===== src/rtl/gmp_pkg.sv =====
package gmp_pkg;

    // Word index (byte address bits [4:2]) of each register.
    typedef enum logic [2:0] {
        RS_DIR  = 3'd0,
        RS_MASK = 3'd4,
        RS_PIN  = 3'd5,
        RS_SET  = 3'd6,
        RS_CLR  = 3'd7
    } reg_sel_e;

endpackage


===== src/rtl/gmp_lane_merge.sv =====
module gmp_lane_merge #(
    parameter int unsigned DATA_W = 32
) (
    input  logic [DATA_W-1:0]   old_val,
    input  logic [DATA_W-1:0]   new_val,
    input  logic [DATA_W/8-1:0] lane_en,
    output logic [DATA_W-1:0]   merged,
    output logic [DATA_W-1:0]   lane_bits
);
    localparam int unsigned LANES = DATA_W / 8;

    // Each byte lane either takes the new data or keeps the old value.
    for (genvar g = 0; g < LANES; g++) begin : g_lane
        assign lane_bits[g*8 +: 8] = {8{lane_en[g]}};
        assign merged[g*8 +: 8]    = lane_en[g] ? new_val[g*8 +: 8] : old_val[g*8 +: 8];
    end
endmodule


===== src/rtl/gmp_pin_capture.sv =====
module gmp_pin_capture #(
    parameter int unsigned DATA_W = 32
) (
    input  logic              clk,
    input  logic              rst_n,
    input  logic [DATA_W-1:0] pin_i,
    input  logic [DATA_W-1:0] dir_q,
    input  logic [DATA_W-1:0] lat_q,
    input  logic [DATA_W-1:0] mask_q,
    input  logic              cap_stb,
    output logic [DATA_W-1:0] cap_next
);
    logic [DATA_W-1:0] pin_q;
    logic [DATA_W-1:0] cap_q;
    logic [DATA_W-1:0] live;

    // Output pins show the latch; input pins show the sampled level.
    assign live     = (dir_q & lat_q) | (~dir_q & pin_q);
    // Masked bits keep the previously captured value.
    assign cap_next = (cap_q & mask_q) | (live & ~mask_q);

    always_ff @(posedge clk or negedge rst_n) begin
        if (!rst_n) begin
            pin_q <= '0;
            cap_q <= '0;
        end else begin
            pin_q <= pin_i;
            if (cap_stb) begin
                cap_q <= cap_next;
            end
        end
    end


    masked_cap_hold_chk: assert property (@(posedge clk) disable iff (!rst_n)
        1'b1 |=> ((cap_q ^ $past(cap_q)) & $past(mask_q)) == '0);
endmodule


===== src/rtl/gmp_port.sv =====
module gmp_port
    import gmp_pkg::*;
#(
    parameter int unsigned DATA_W = 32
) (
    input  logic                             clk,
    input  logic                             rst_n,
    input  logic                             bus_sel,
    input  logic                             bus_we,
    input  logic [$clog2(DATA_W/8)+2:0]      bus_addr,
    input  logic [DATA_W/8-1:0]              bus_be,
    input  logic [DATA_W-1:0]                bus_wdata,
    output logic [DATA_W-1:0]                bus_rdata,
    input  logic [DATA_W-1:0]                pin_i,
    output logic [DATA_W-1:0]                pin_oe,
    output logic [DATA_W-1:0]                pin_out
);
    localparam int unsigned LANES    = DATA_W / 8;
    localparam int unsigned WORD_LSB = $clog2(LANES);

    logic [DATA_W-1:0] dir_q, mask_q, lat_q, rdata_q;
    logic [DATA_W-1:0] dir_d, mask_d, lat_d, rd_d;
    logic [DATA_W-1:0] dir_mrg, mask_mrg, lat_mrg;
    logic [DATA_W-1:0] lane_v, lane_unused_a, lane_unused_b;
    logic [DATA_W-1:0] wr_eff, cap_next;
    logic              wr_stb, rd_stb, cap_stb;
    logic              unused_addr_lsb;
    reg_sel_e          rsel;

    assign unused_addr_lsb = ^bus_addr[WORD_LSB-1:0];
    assign rsel    = reg_sel_e'(bus_addr[WORD_LSB +: 3]);
    assign wr_stb  = bus_sel & bus_we;
    assign rd_stb  = bus_sel & ~bus_we;
    assign cap_stb = rd_stb & (rsel == RS_PIN);
    // Write bits that are enabled by a lane and not masked.
    assign wr_eff  = bus_wdata & lane_v & ~mask_q;

    gmp_lane_merge #(.DATA_W(DATA_W)) u_dir_mrg (
        .old_val(dir_q), .new_val(bus_wdata), .lane_en(bus_be),
        .merged(dir_mrg), .lane_bits(lane_v)
    );
    gmp_lane_merge #(.DATA_W(DATA_W)) u_mask_mrg (
        .old_val(mask_q), .new_val(bus_wdata), .lane_en(bus_be),
        .merged(mask_mrg), .lane_bits(lane_unused_a)
    );
    gmp_lane_merge #(.DATA_W(DATA_W)) u_lat_mrg (
        .old_val(lat_q), .new_val(bus_wdata), .lane_en(bus_be),
        .merged(lat_mrg), .lane_bits(lane_unused_b)
    );

    gmp_pin_capture #(.DATA_W(DATA_W)) u_cap (
        .clk(clk), .rst_n(rst_n), .pin_i(pin_i), .dir_q(dir_q),
        .lat_q(lat_q), .mask_q(mask_q), .cap_stb(cap_stb),
        .cap_next(cap_next)
    );

    // Next-state for the writable registers.
    always_comb begin
        dir_d  = dir_q;
        mask_d = mask_q;
        lat_d  = lat_q;
        if (wr_stb) begin
            unique case (rsel)
                RS_DIR:  dir_d  = dir_mrg;
                RS_MASK: mask_d = mask_mrg;
                RS_PIN:  lat_d  = (lat_q & mask_q) | (lat_mrg & ~mask_q);
                RS_SET:  lat_d  = lat_q | wr_eff;
                RS_CLR:  lat_d  = lat_q & ~wr_eff;
                default: ;
            endcase
        end
    end

    // Read multiplexer.
    always_comb begin
        unique case (rsel)
            RS_DIR:  rd_d = dir_q;
            RS_MASK: rd_d = mask_q;
            RS_PIN:  rd_d = cap_next;
            RS_SET:  rd_d = lat_q;
            RS_CLR:  rd_d = '0;
            default: rd_d = '0;
        endcase
    end

    always_ff @(posedge clk or negedge rst_n) begin
        if (!rst_n) begin
            dir_q   <= '0;
            mask_q  <= '0;
            lat_q   <= '0;
            rdata_q <= '0;
        end else begin
            dir_q  <= dir_d;
            mask_q <= mask_d;
            lat_q  <= lat_d;
            if (rd_stb) begin
                rdata_q <= rd_d;
            end
        end
    end

    assign bus_rdata = rdata_q;
    assign pin_oe    = dir_q;
    assign pin_out   = lat_q;


    reset_clear_chk: assert property (@(posedge clk)
        !rst_n |=> (pin_oe == '0 && pin_out == '0 && bus_rdata == '0));


    masked_latch_hold_chk: assert property (@(posedge clk) disable iff (!rst_n)
        1'b1 |=> ((pin_out ^ $past(pin_out)) & $past(mask_q)) == '0);


    set_bits_chk: assert property (@(posedge clk) disable iff (!rst_n)
        (wr_stb && rsel == RS_SET) |=>
        ((pin_out & $past(wr_eff)) == $past(wr_eff) &&
         ((pin_out ^ $past(pin_out)) & ~$past(wr_eff)) == '0));


    clear_bits_chk: assert property (@(posedge clk) disable iff (!rst_n)
        (wr_stb && rsel == RS_CLR) |=>
        ((pin_out & $past(wr_eff)) == '0 &&
         ((pin_out ^ $past(pin_out)) & ~$past(wr_eff)) == '0));


    unmapped_write_chk: assert property (@(posedge clk) disable iff (!rst_n)
        (wr_stb && !(rsel inside {RS_DIR, RS_MASK, RS_PIN, RS_SET, RS_CLR})) |=>
        ($stable(pin_oe) && $stable(pin_out) && $stable(mask_q)));


    rdata_hold_chk: assert property (@(posedge clk) disable iff (!rst_n)
        !rd_stb |=> $stable(bus_rdata));
endmodule


===== config.mk =====
export PLATFORM = sky130hd
export DESIGN_NAME = gmp_port
export DESIGN_NICKNAME = d
export VERILOG_FILES = /design/src/rtl/gmp_pkg.sv /design/src/rtl/gmp_lane_merge.sv /design/src/rtl/gmp_pin_capture.sv /design/src/rtl/gmp_port.sv
export SDC_FILE = /design/constraint.sdc
export NUM_CORES = 1
export LEC_CHECK = 0
export ABC_AREA = 0
export BUFFER_PORTS_ARGS = -buffer_cell sky130_fd_sc_hd__buf_4
export CORE_ASPECT_RATIO = 1.4
export CORE_MARGIN = 2
export CORE_UTILIZATION = 32
export CTS_CLUSTER_DIAMETER = 150
export DETAILED_ROUTE_END_ITERATION = 10
export HOLD_SLACK_MARGIN = 0.05
export PLACE_DENSITY = 0.61
export SYNTH_ARGS = -nofsm -noshare
export SYNTH_HDL_FRONTEND = slang
export SYNTH_SLANG_ARGS = --single-unit

===== constraint.sdc =====
create_clock -name clk -period 1.35 [get_ports clk]
set_input_delay 0.2025 -clock clk [delete_from_list [all_inputs] [get_ports clk]]
set_output_delay 0.2025 -clock clk [all_outputs]
set_load 0.01 [all_outputs]

======== Yosys cells after proc, flatten, opt, wreduce, memory -nomap -nowiden ========
Cells that the tools add are included.
W data, S select, Z words.
word-level totals
  register bits ........................... 192
  input bits .............................. 77
  output and inout bits ................... 96
  word-level logic and storage cells ...... 53
cells by class
  equal/unequal tests ..................... 4
  mux-type cells .......................... 6
  bitwise operators ....................... 20
  reduce and logical (&&, ||, !) cells .... 11
operator list
  kind                  count
  $and A32 B32 Y32      9
  $or A32 B32 Y32       4
  $pmux W32 S4          1
  $not A32 Y32          3
  $pmux W32 S3          1
  $mux W8               4
  $reduce_and A3 Y1     8
  $eq A3 B3 Y1 const B  4
  $and A1 B1 Y1         3
  $logic_not A3 Y1      1
  $reduce_bool A3 Y1    1
  $reduce_and A2 Y1     1
  $not A1 Y1            1

======== Depth between registers and ports, before layout ========
Gate-level depths: netlist of run 1.
  depth in word-level cells ............... 6
  mapped depth ............................ 7
  depth with buffers taken out ............ 4

======== Hierarchy ========
From an unflattened synthesis of run 1, not the netlist that was laid out.
second synthesis, totals
  cell total of the unflattened synthesis .. 1017
  area, all modules ....................... 12467.0 um2
by module, submodules not included
  module           times used  cells each  area an instance (um2)
  gmp_port         1           618         6915.4
  gmp_pin_capture  1           195         3254.4
  gmp_lane_merge   3           68          765.7

======== Worst setup path before layout of run 1 ========
No wires, ideal clock.
  path type ............................... input to register
  start point ............................. input port bus_addr[4]
  end point ............................... register mask_q[15]
  data arrival time ....................... 1.307 ns
  data required time ...................... 1.222 ns
  path slack .............................. -0.084 ns
  cell stages on the path ................. 5
  path buffers ............................ 1
  cell sequence ........................... buf_4 -> inv_1 -> nor4_4 -> nand2_2 -> mux2_1
on the way
  cells in the longest elaborated chain, start to end .. 2
RTL lines
  item                                RTL line        RTL
  start: declaration                  gmp_port.sv:10  input logic [$clog2(DATA_W/8)+2:0] bus_addr,
  $eq A3 B3 Y1                        gmp_port.sv:63  unique case (rsel)
  $reduce_and A3 Y1 (no source line)  --
  end signal: assignment              gmp_port.sv:94  mask_q <= mask_d;
  end: declaration                    gmp_port.sv:21  logic [DATA_W-1:0] dir_q, mask_q, lat_q, rdata_q;
Every way passes these cells.
A chain may end at the register's enable or synchronous reset.

======== Worst setup path in the final report of run 1 ========
  start point ............................. register dir_q[2], in the netlist pin_oe[2]
  end point ............................... output port pin_oe[2]
RTL lines
  item                      RTL line        RTL
  start: declaration        gmp_port.sv:21
  start signal: assignment  gmp_port.sv:93  dir_q <= dir_d;
  end: declaration          gmp_port.sv:15  output logic [DATA_W-1:0] pin_oe,
No word-level cell between the ends.

==> results of run 1 <==
-- Yosys cell counts, types with 18 or more instances --
cell / number
mux2i_1: 51
nand3_1: 33
nand2_1: 118
o2bb2ai_1: 19
o21ai_0: 20
nor2_1: 46
nor2b_1: 26
a21oi_1: 93
clkbuf_1: 18
mux2_2: 61
nor3b_1: 31
dfrtp_1: 192
-- power groups by stage --
stage,combinational (mW),clock (mW),sequential (mW)
final,4.03,5.07,7.90
after global routing,4.42,5.41,8.07
after CTS,4.01,5.19,7.88
after detailed placement,3.84,0,7.97
after global placement,3.75,0,7.96
after floorplan,1.78,0,7.93
-- worst register-to-register path, delay by kind of cell (launching register included) --
kind	cells	cell delay, ns
compound gates	3	0.65
flops	1	0.39
buf+inv	1	0.15
-- cells in the final DEF, fill, tap and decap left out, drive strengths merged --
cell         Yosys  layout
o21a            13      13
and2             1       1
a211oi          14      14
inv              1       2
buf             25     238
clkinvlp         0       2
nor2            46      46
nand2          126     126
mux2i           51      51
mux2            64      64
nand3b           2       2
nand3           33      33
dlygate4sd3      0      64
bufinv           0       3
nor4             2       2
maj3             1       1
o31a             1       1
clkbuf          18      21
o2bb2ai         19      19
nor3b           31      31
o2111ai          1       1
a2bb2oi         13      13
or2              1       1
dfrtp          192     192
o21ai           20      20
a21oi           93      93
nand2b           2       2
o32ai           13      13
a22o            13      13
nor2b           26      26
clkinv           0       3
-- area by class of cell --
type | count | share of cell area, %
Sequential cell | 192 | 38.51
Multi-Input combinational cell | 586 | 31.72
Timing Repair Buffer | 303 | 21.43
Tap cell | 370 | 3.711
Clock buffer | 20 | 3.500
Clock inverter | 9 | 1.093
Inverter | 1 | 0.03009
-- worst paths after layout --
path,end,slack [ns],cells after the start
min in group asynchronous,bus_rdata[4],0.28,2
max,pin_oe[2],0.04,2
min reg2reg,u_cap.cap_q[26],0.48,2
max in group asynchronous,async pin,0.51,3
max reg2reg,bus_rdata[2],0.05,4
min,pin_oe[3],0.07,2
-- metal layers --
metal / GRT usage [%] / up-vias / routed length, µm
met4: 8.287 / 2 / 1001
li1: - / 3513 / -
met1: 23.39 / 3659 / 11130
met2: 32.68 / 206 / 13750
met3: 3.094 / 60 / 1197
met5: 0 / - / 13
-- cells by family (layout without fill, tap and decap cells) --
group	after synthesis	after routing	synth area share (%)
muxes	115	115	13.86
adders and majority gates	1	1	0.1126
buffers and inverters	44	333	2.323
and+or+nand+nor	270	270	14.87
AOI/OAI and AO/OA	200	200	14.77
DFF	192	192	54.07
-- through the flow --
step / setup WS (ns) / hold WS, ns / cells / TNS, ns
finish: 0.04250 / 0.06694 / 1481 / 0
detailed placement: -0.1927 / 0.1714 / 1385 / -17.29
global placement: -0.1846 / 0.1723 / 1385 / -14.92
global route: 0.004503 / 0.05402 / 1481 / 0
floorplan: 0.001554 / -0.09309 / 822 / 0
CTS: -0.004983 / 0.05218 / 1478 / -0.004983
-- what timing repair did --
| item | CTS | global route |
|---|---|---|
| endpoints found under the hold margin | 123 | 0 |
| setup endpoints to repair | 2 | 9 |
| gates resized for setup | 2 | 9 |
| hold buffers | 64 | 0 |
| buffers inserted | 0 | 3 |
==> impl_metrics.py, run 1 <==
metrics = {
    "clock_tree": {
        "cts-root-buf": "clkbuf_16",
        "clk_latency_ns": 0.43,
        "clock_path_buffers": 2,
        "cts.sink_count": 192,
        "cts_max_level": 4,
        "cts_tree": "done",
        "numCtsBuffers": 17,
        "path_clk_slew_ns": 0.07,
    },
    "status": {
        "status": "finished, final reports clean",
    },
    "worst_setup_path": {
        "end_kind": "output pin",
        "critPathMaxStageDelay_ns": 0.39,
        "crit_path_max_fanout": 3,
        "cp_top_family": "flip-flops",
        "critPathArrivalTime_ns": 1.11,
        "cp.required_ns": 1.15,
        "criticalPathCategory": "register to output pin",
        "cp_common_cell": "buf_4",
        "startpoint_type": "register",
        "crit_chain": "buf_4, buf_4",
        "r2r-start": "pin_oe[2]",
        "cp_num_buf_inv": 2,
        "slowest_stage": "dfrtp_1",
        "crit_start": "pin_oe[2]",
    },
    "synthesis": {
        "synth-main-ff-cell": "dfrtp_1",
        "syn_nets": 899,
        "synth_edf_count": 0,
        "synth_seq_cells": 192,
        "yosysSeqAreaShare_pct": 54.07,
        "synth.area.top_cells": "dfrtp_1 (54%), mux2_2 (7.7%), mux2i_1 (5.7%), a21oi_1 (5.2%), nand2_1 (5.0%)",
        "synthArstFlopShare_pct": 100.0,
        "yosysTopAreaCell": "dfrtp_1",
        "synth_top_area_share_pct": 54.07,
        "syn_area_um2": 8886,
        "ys_types": 33,
        "synthCells": 822,
        "yosysWarnings": 0,
        "avgSynthCellArea_um2": 10.81,
    },
    "timing": {
        "period_share_pct": 96.85,
        "setup_viol": 0,
        "slew_headroom_pct": 72.63,
        "final_max_slew_viol_count": 0,
        "rsz0062_at_grt": "no",
        "period_minus_slack_ns": 1.308,
        "finClkSkew_ns": 0.007100,
        "hold_violations": 0,
        "worst_pin_slew_ns": 0.4092,
        "max_freq_mhz": 764.8,
    },
    "layout": {
        "final-seq-area_um2": 4805,
        "final_util_pct": 45.41,
        "multiInputGateArea_um2": 3958,
        "n_antenna_cell": 0,
        "drive_gt1_share_pct": 31.95,
        "final_nets": 1178,
        "final_area_um2": 12480,
        "n_fill_cell": 2551,
        "syn_to_final_growth_pct": 40.40,
    },
    "worst_hold_path": {
        "holdCritPathClass": "input port to register",
        "worstHoldStart": "bus_wdata[3]",
    },
    "floorplanning": {
        "coreArea_um2": 27480,
        "row_count": 72,
        "dieWidth_um": 144.8,
        "die_h_um": 201.2,
        "initial_utilization_pct": 32.34,
        "die-area_um2": 29140,
        "io_pins": 173,
    },
    "power_and_ir_drop": {
        "p_sw_mw": 5.059,
        "leakage_nw": 5.748,
        "power.internal_mw": 11.94,
        "combPwrFrac_pct": 23.7,
        "power_density_nw_per_um2": 1363,
        "peakVddDrop_mv": 0.8432,
        "pwr-share-seq_pct": 46.5,
        "p_clk_share_pct": 29.8,
        "switching_share_pct": 29.76,
        "finalPower_mw": 17.00,
    },
    "detailed_routing": {
        "drt-initial-drc-count": 371,
        "drc": 0,
        "post_drt_via_cell_ratio": 5.024,
        "via_count": 7440,
        "final_antenna_net_count": 0,
        "wl_per_cell_um": 18.29,
        "drtPass1Iterations": 4,
        "drt_wl_total_um": 27090,
    },
    "placement": {
        "placed_area_um2": 11180,
        "gp_congestion": 0.7964,
        "dp_hpwl_um": 18830,
        "port_buffers": 170,
    },
    "grt": {
        "grt_antenna_before_repair": 1,
        "grt_pass1_vias": 7456,
        "gr-usage-all-layers_pct": 19.06,
        "grt.overflow.total": 0,
        "grt_max_degree": 41,
        "grt_pass1_wl_um": 42200,
    },
    "job": {
        "cap_violations": 0,
    },
}
Note: power is estimated with default switching activity, not from simulation.
==> inputs of run 2 (changes only) <==
CORE_UTILIZATION = 55   (was 32)
PLACE_DENSITY = 0.9   (was 0.61)
REMOVE_ABC_BUFFERS = 1   (was default)
==> impl_metrics.py, run 2 (synthesis gave the netlist of run 1 again) <==
metrics = {
    "floorplanning": {
        "initial_utilization_pct": 55.66,
        "die-area_um2": 17200,
        "io_pins": 173,
        "row_count": 55,
        "die_h_um": 154.4,
        "coreArea_um2": 15970,
        "dieWidth_um": 111.4,
    },
    "placement": {
        "port_buffers": 170,
        "dp_hpwl_um": 17370,
        "dp.cells": 1199,
        "placed_area_um2": 10840,
        "gp_congestion": 0.8516,
    },
    "timing": {
        "setup_viol": 1,
        "final_max_slew_viol_count": 0,
        "finClkSkew_ns": 0.008888,
        "period_share_pct": 100.7,
        "hold_violations": 0,
        "tns_ns": -0.009100,
        "max_freq_mhz": 735.8,
        "worst_pin_slew_ns": 0.4076,
        "period_minus_slack_ns": 1.359,
        "slew_headroom_pct": 72.82,
        "setup_ws_ns": -0.009100,
    },
    "power_and_ir_drop": {
        "leakage_nw": 5.679,
        "pwr-share-seq_pct": 46.2,
        "finalPower_mw": 17.34,
        "peakVddDrop_mv": 1.097,
        "power_density_nw_per_um2": 1427,
        "power.internal_mw": 12.04,
        "p_clk_share_pct": 30.3,
        "p_sw_mw": 5.301,
        "combPwrFrac_pct": 23.5,
        "switching_share_pct": 30.57,
    },
    "clock_tree": {
        "cts.sink_count": 192,
        "clk_latency_ns": 0.44,
        "clock_path_buffers": 2,
        "cts-root-buf": "clkbuf_16",
        "path_clk_slew_ns": 0.07,
        "numCtsBuffers": 17,
        "cts_max_level": 4,
        "cts_tree": "done",
    },
    "worst_hold_path": {
        "holdCritPathClass": "input port to register",
        "holdPathStages": 3,
    },
    "grt": {
        "grt_antenna_before_repair": 0,
        "gr-usage-all-layers_pct": 32.28,
        "grt_max_degree": 41,
        "grt.overflow.total": 0,
        "grt_pass1_wl_um": 43500,
        "grt_pass1_vias": 8559,
    },
    "detailed_routing": {
        "wl_per_cell_um": 21.42,
        "drt-initial-drc-count": 590,
        "drc": 0,
        "drtPass1Iterations": 7,
        "final_antenna_net_count": 0,
        "via_count": 8067,
        "post_drt_via_cell_ratio": 6.229,
        "drt_wl_total_um": 27740,
    },
    "worst_setup_path": {
        "crit_chain": "nor2b_1, a211oi_2, o32ai_2, a22o_1",
        "cp.required_ns": 1.68,
        "critPathMaxStageDelay_ns": 0.46,
        "critPathArrivalTime_ns": 1.69,
        "reg2reg_depth": 4,
        "slowest_stage": "dfrtp_1",
        "startpoint_type": "register",
        "crit_path_max_fanout": 5,
        "criticalPathCategory": "register to register",
        "end_kind": "register",
    },
    "layout": {
        "final_nets": 1161,
        "n_antenna_cell": 0,
        "layoutNonFillerInstCount": 1295,
        "final_area_um2": 12150,
        "syn_to_final_growth_pct": 36.78,
        "n_fill_cell": 963,
        "drive_gt1_share_pct": 30.93,
        "final_cell_mix": "buf_4 (203), dfrtp_1 (191), nand2_1 (118)",
        "final_common_cell": "buf_4",
    },
    "job": {
        "cap_violations": 0,
    },
    "status": {
        "violations": "negative setup slack",
        "status": "finished, violations left",
    },
}
run 2: cell count changes in the layout (fill, tap and decap cells not counted), sizes merged:
cell,change
buf,-18
clkbuf,+2
dlygate4sd3,+1
clkinvlp,+1
clkinv,-1
run 2: path summary, 6_finish.rpt:
check / start / end / slack, ns
max in group asynchronous: rst_n / mask_q[8] / 0.50
worst min-delay path: bus_be[3] / register / 0.24
worst max register to register: pin_oe[0] / bus_rdata[0] / -0.009
worst min register to register: u_cap.cap_q[16] / u_cap.cap_q[16] / 0.48
worst max-delay path: pin_oe[0] / bus_rdata[0] / -0.009
min in group asynchronous: rst_n / async pin / 0.25
run 2: power groups by stage:
stage / Combinational (mW) / Clock [mW] / Sequential [mW]
6_report: 4.08 / 5.25 / 8.01
5_1_grt: 4.40 / 5.52 / 8.12
4_1_cts: 3.96 / 5.28 / 7.91
3_5_place_dp: 3.77 / 0 / 7.98
3_3_place_gp: 3.59 / 0 / 7.94
2_1_floorplan: 1.67 / 0 / 7.93
run 2: what timing repair did:
action | CTS | global route
resized for setup | 2 | 10
setup endpoints to repair | 2 | 9
setup buffers | 0 | 0
hold endpoints to repair | 234 | 0
hold buffers | 65 | 0
gates cloned | 0 | 0
run 2: per-layer routing:
metal | share of wire (%) | track usage [%]
met1 | 36 | 36.38
met2 | 52 | 55.63
met3 | 6.8 | 7.014
met4 | 5.6 | 20.34
met5 | 0 | 0
run 2: critical path, delay by kind of cell (launching register included):
family / cells / cell delay, ns
and+or+nand+nor: 1 / 0.12
AOI/OAI and AO/OA: 3 / 0.67
DFF: 1 / 0.46
run 2: final cells by class:
class                           count  area [µm²]  share of cell area, %
Sequential cell                   192        4806                  39.54
Clock inverter                      9       131.4                  1.081
Inverter                            1       3.754                0.03088
Multi-Input combinational cell    586        3961                  32.59
Clock buffer                       22       474.2                  3.902
Timing Repair Buffer              286        2529                  20.80
Tap cell                          199       249.0                  2.049
run 2: metrics by stage:
stage | setup WS [ns] | hold slack (ns) | util (%)
after floorplan | -0.9725 | -0.09309 | -
after global placement | -0.1521 | 0.1655 | 67.88
after detailed placement | -0.1714 | 0.1649 | 67.88
after CTS | 0.001456 | 0.2191 | 75.81
after global routing | -0.03067 | 0.2330 | 76.13
final | -0.009100 | 0.2396 | 76.13
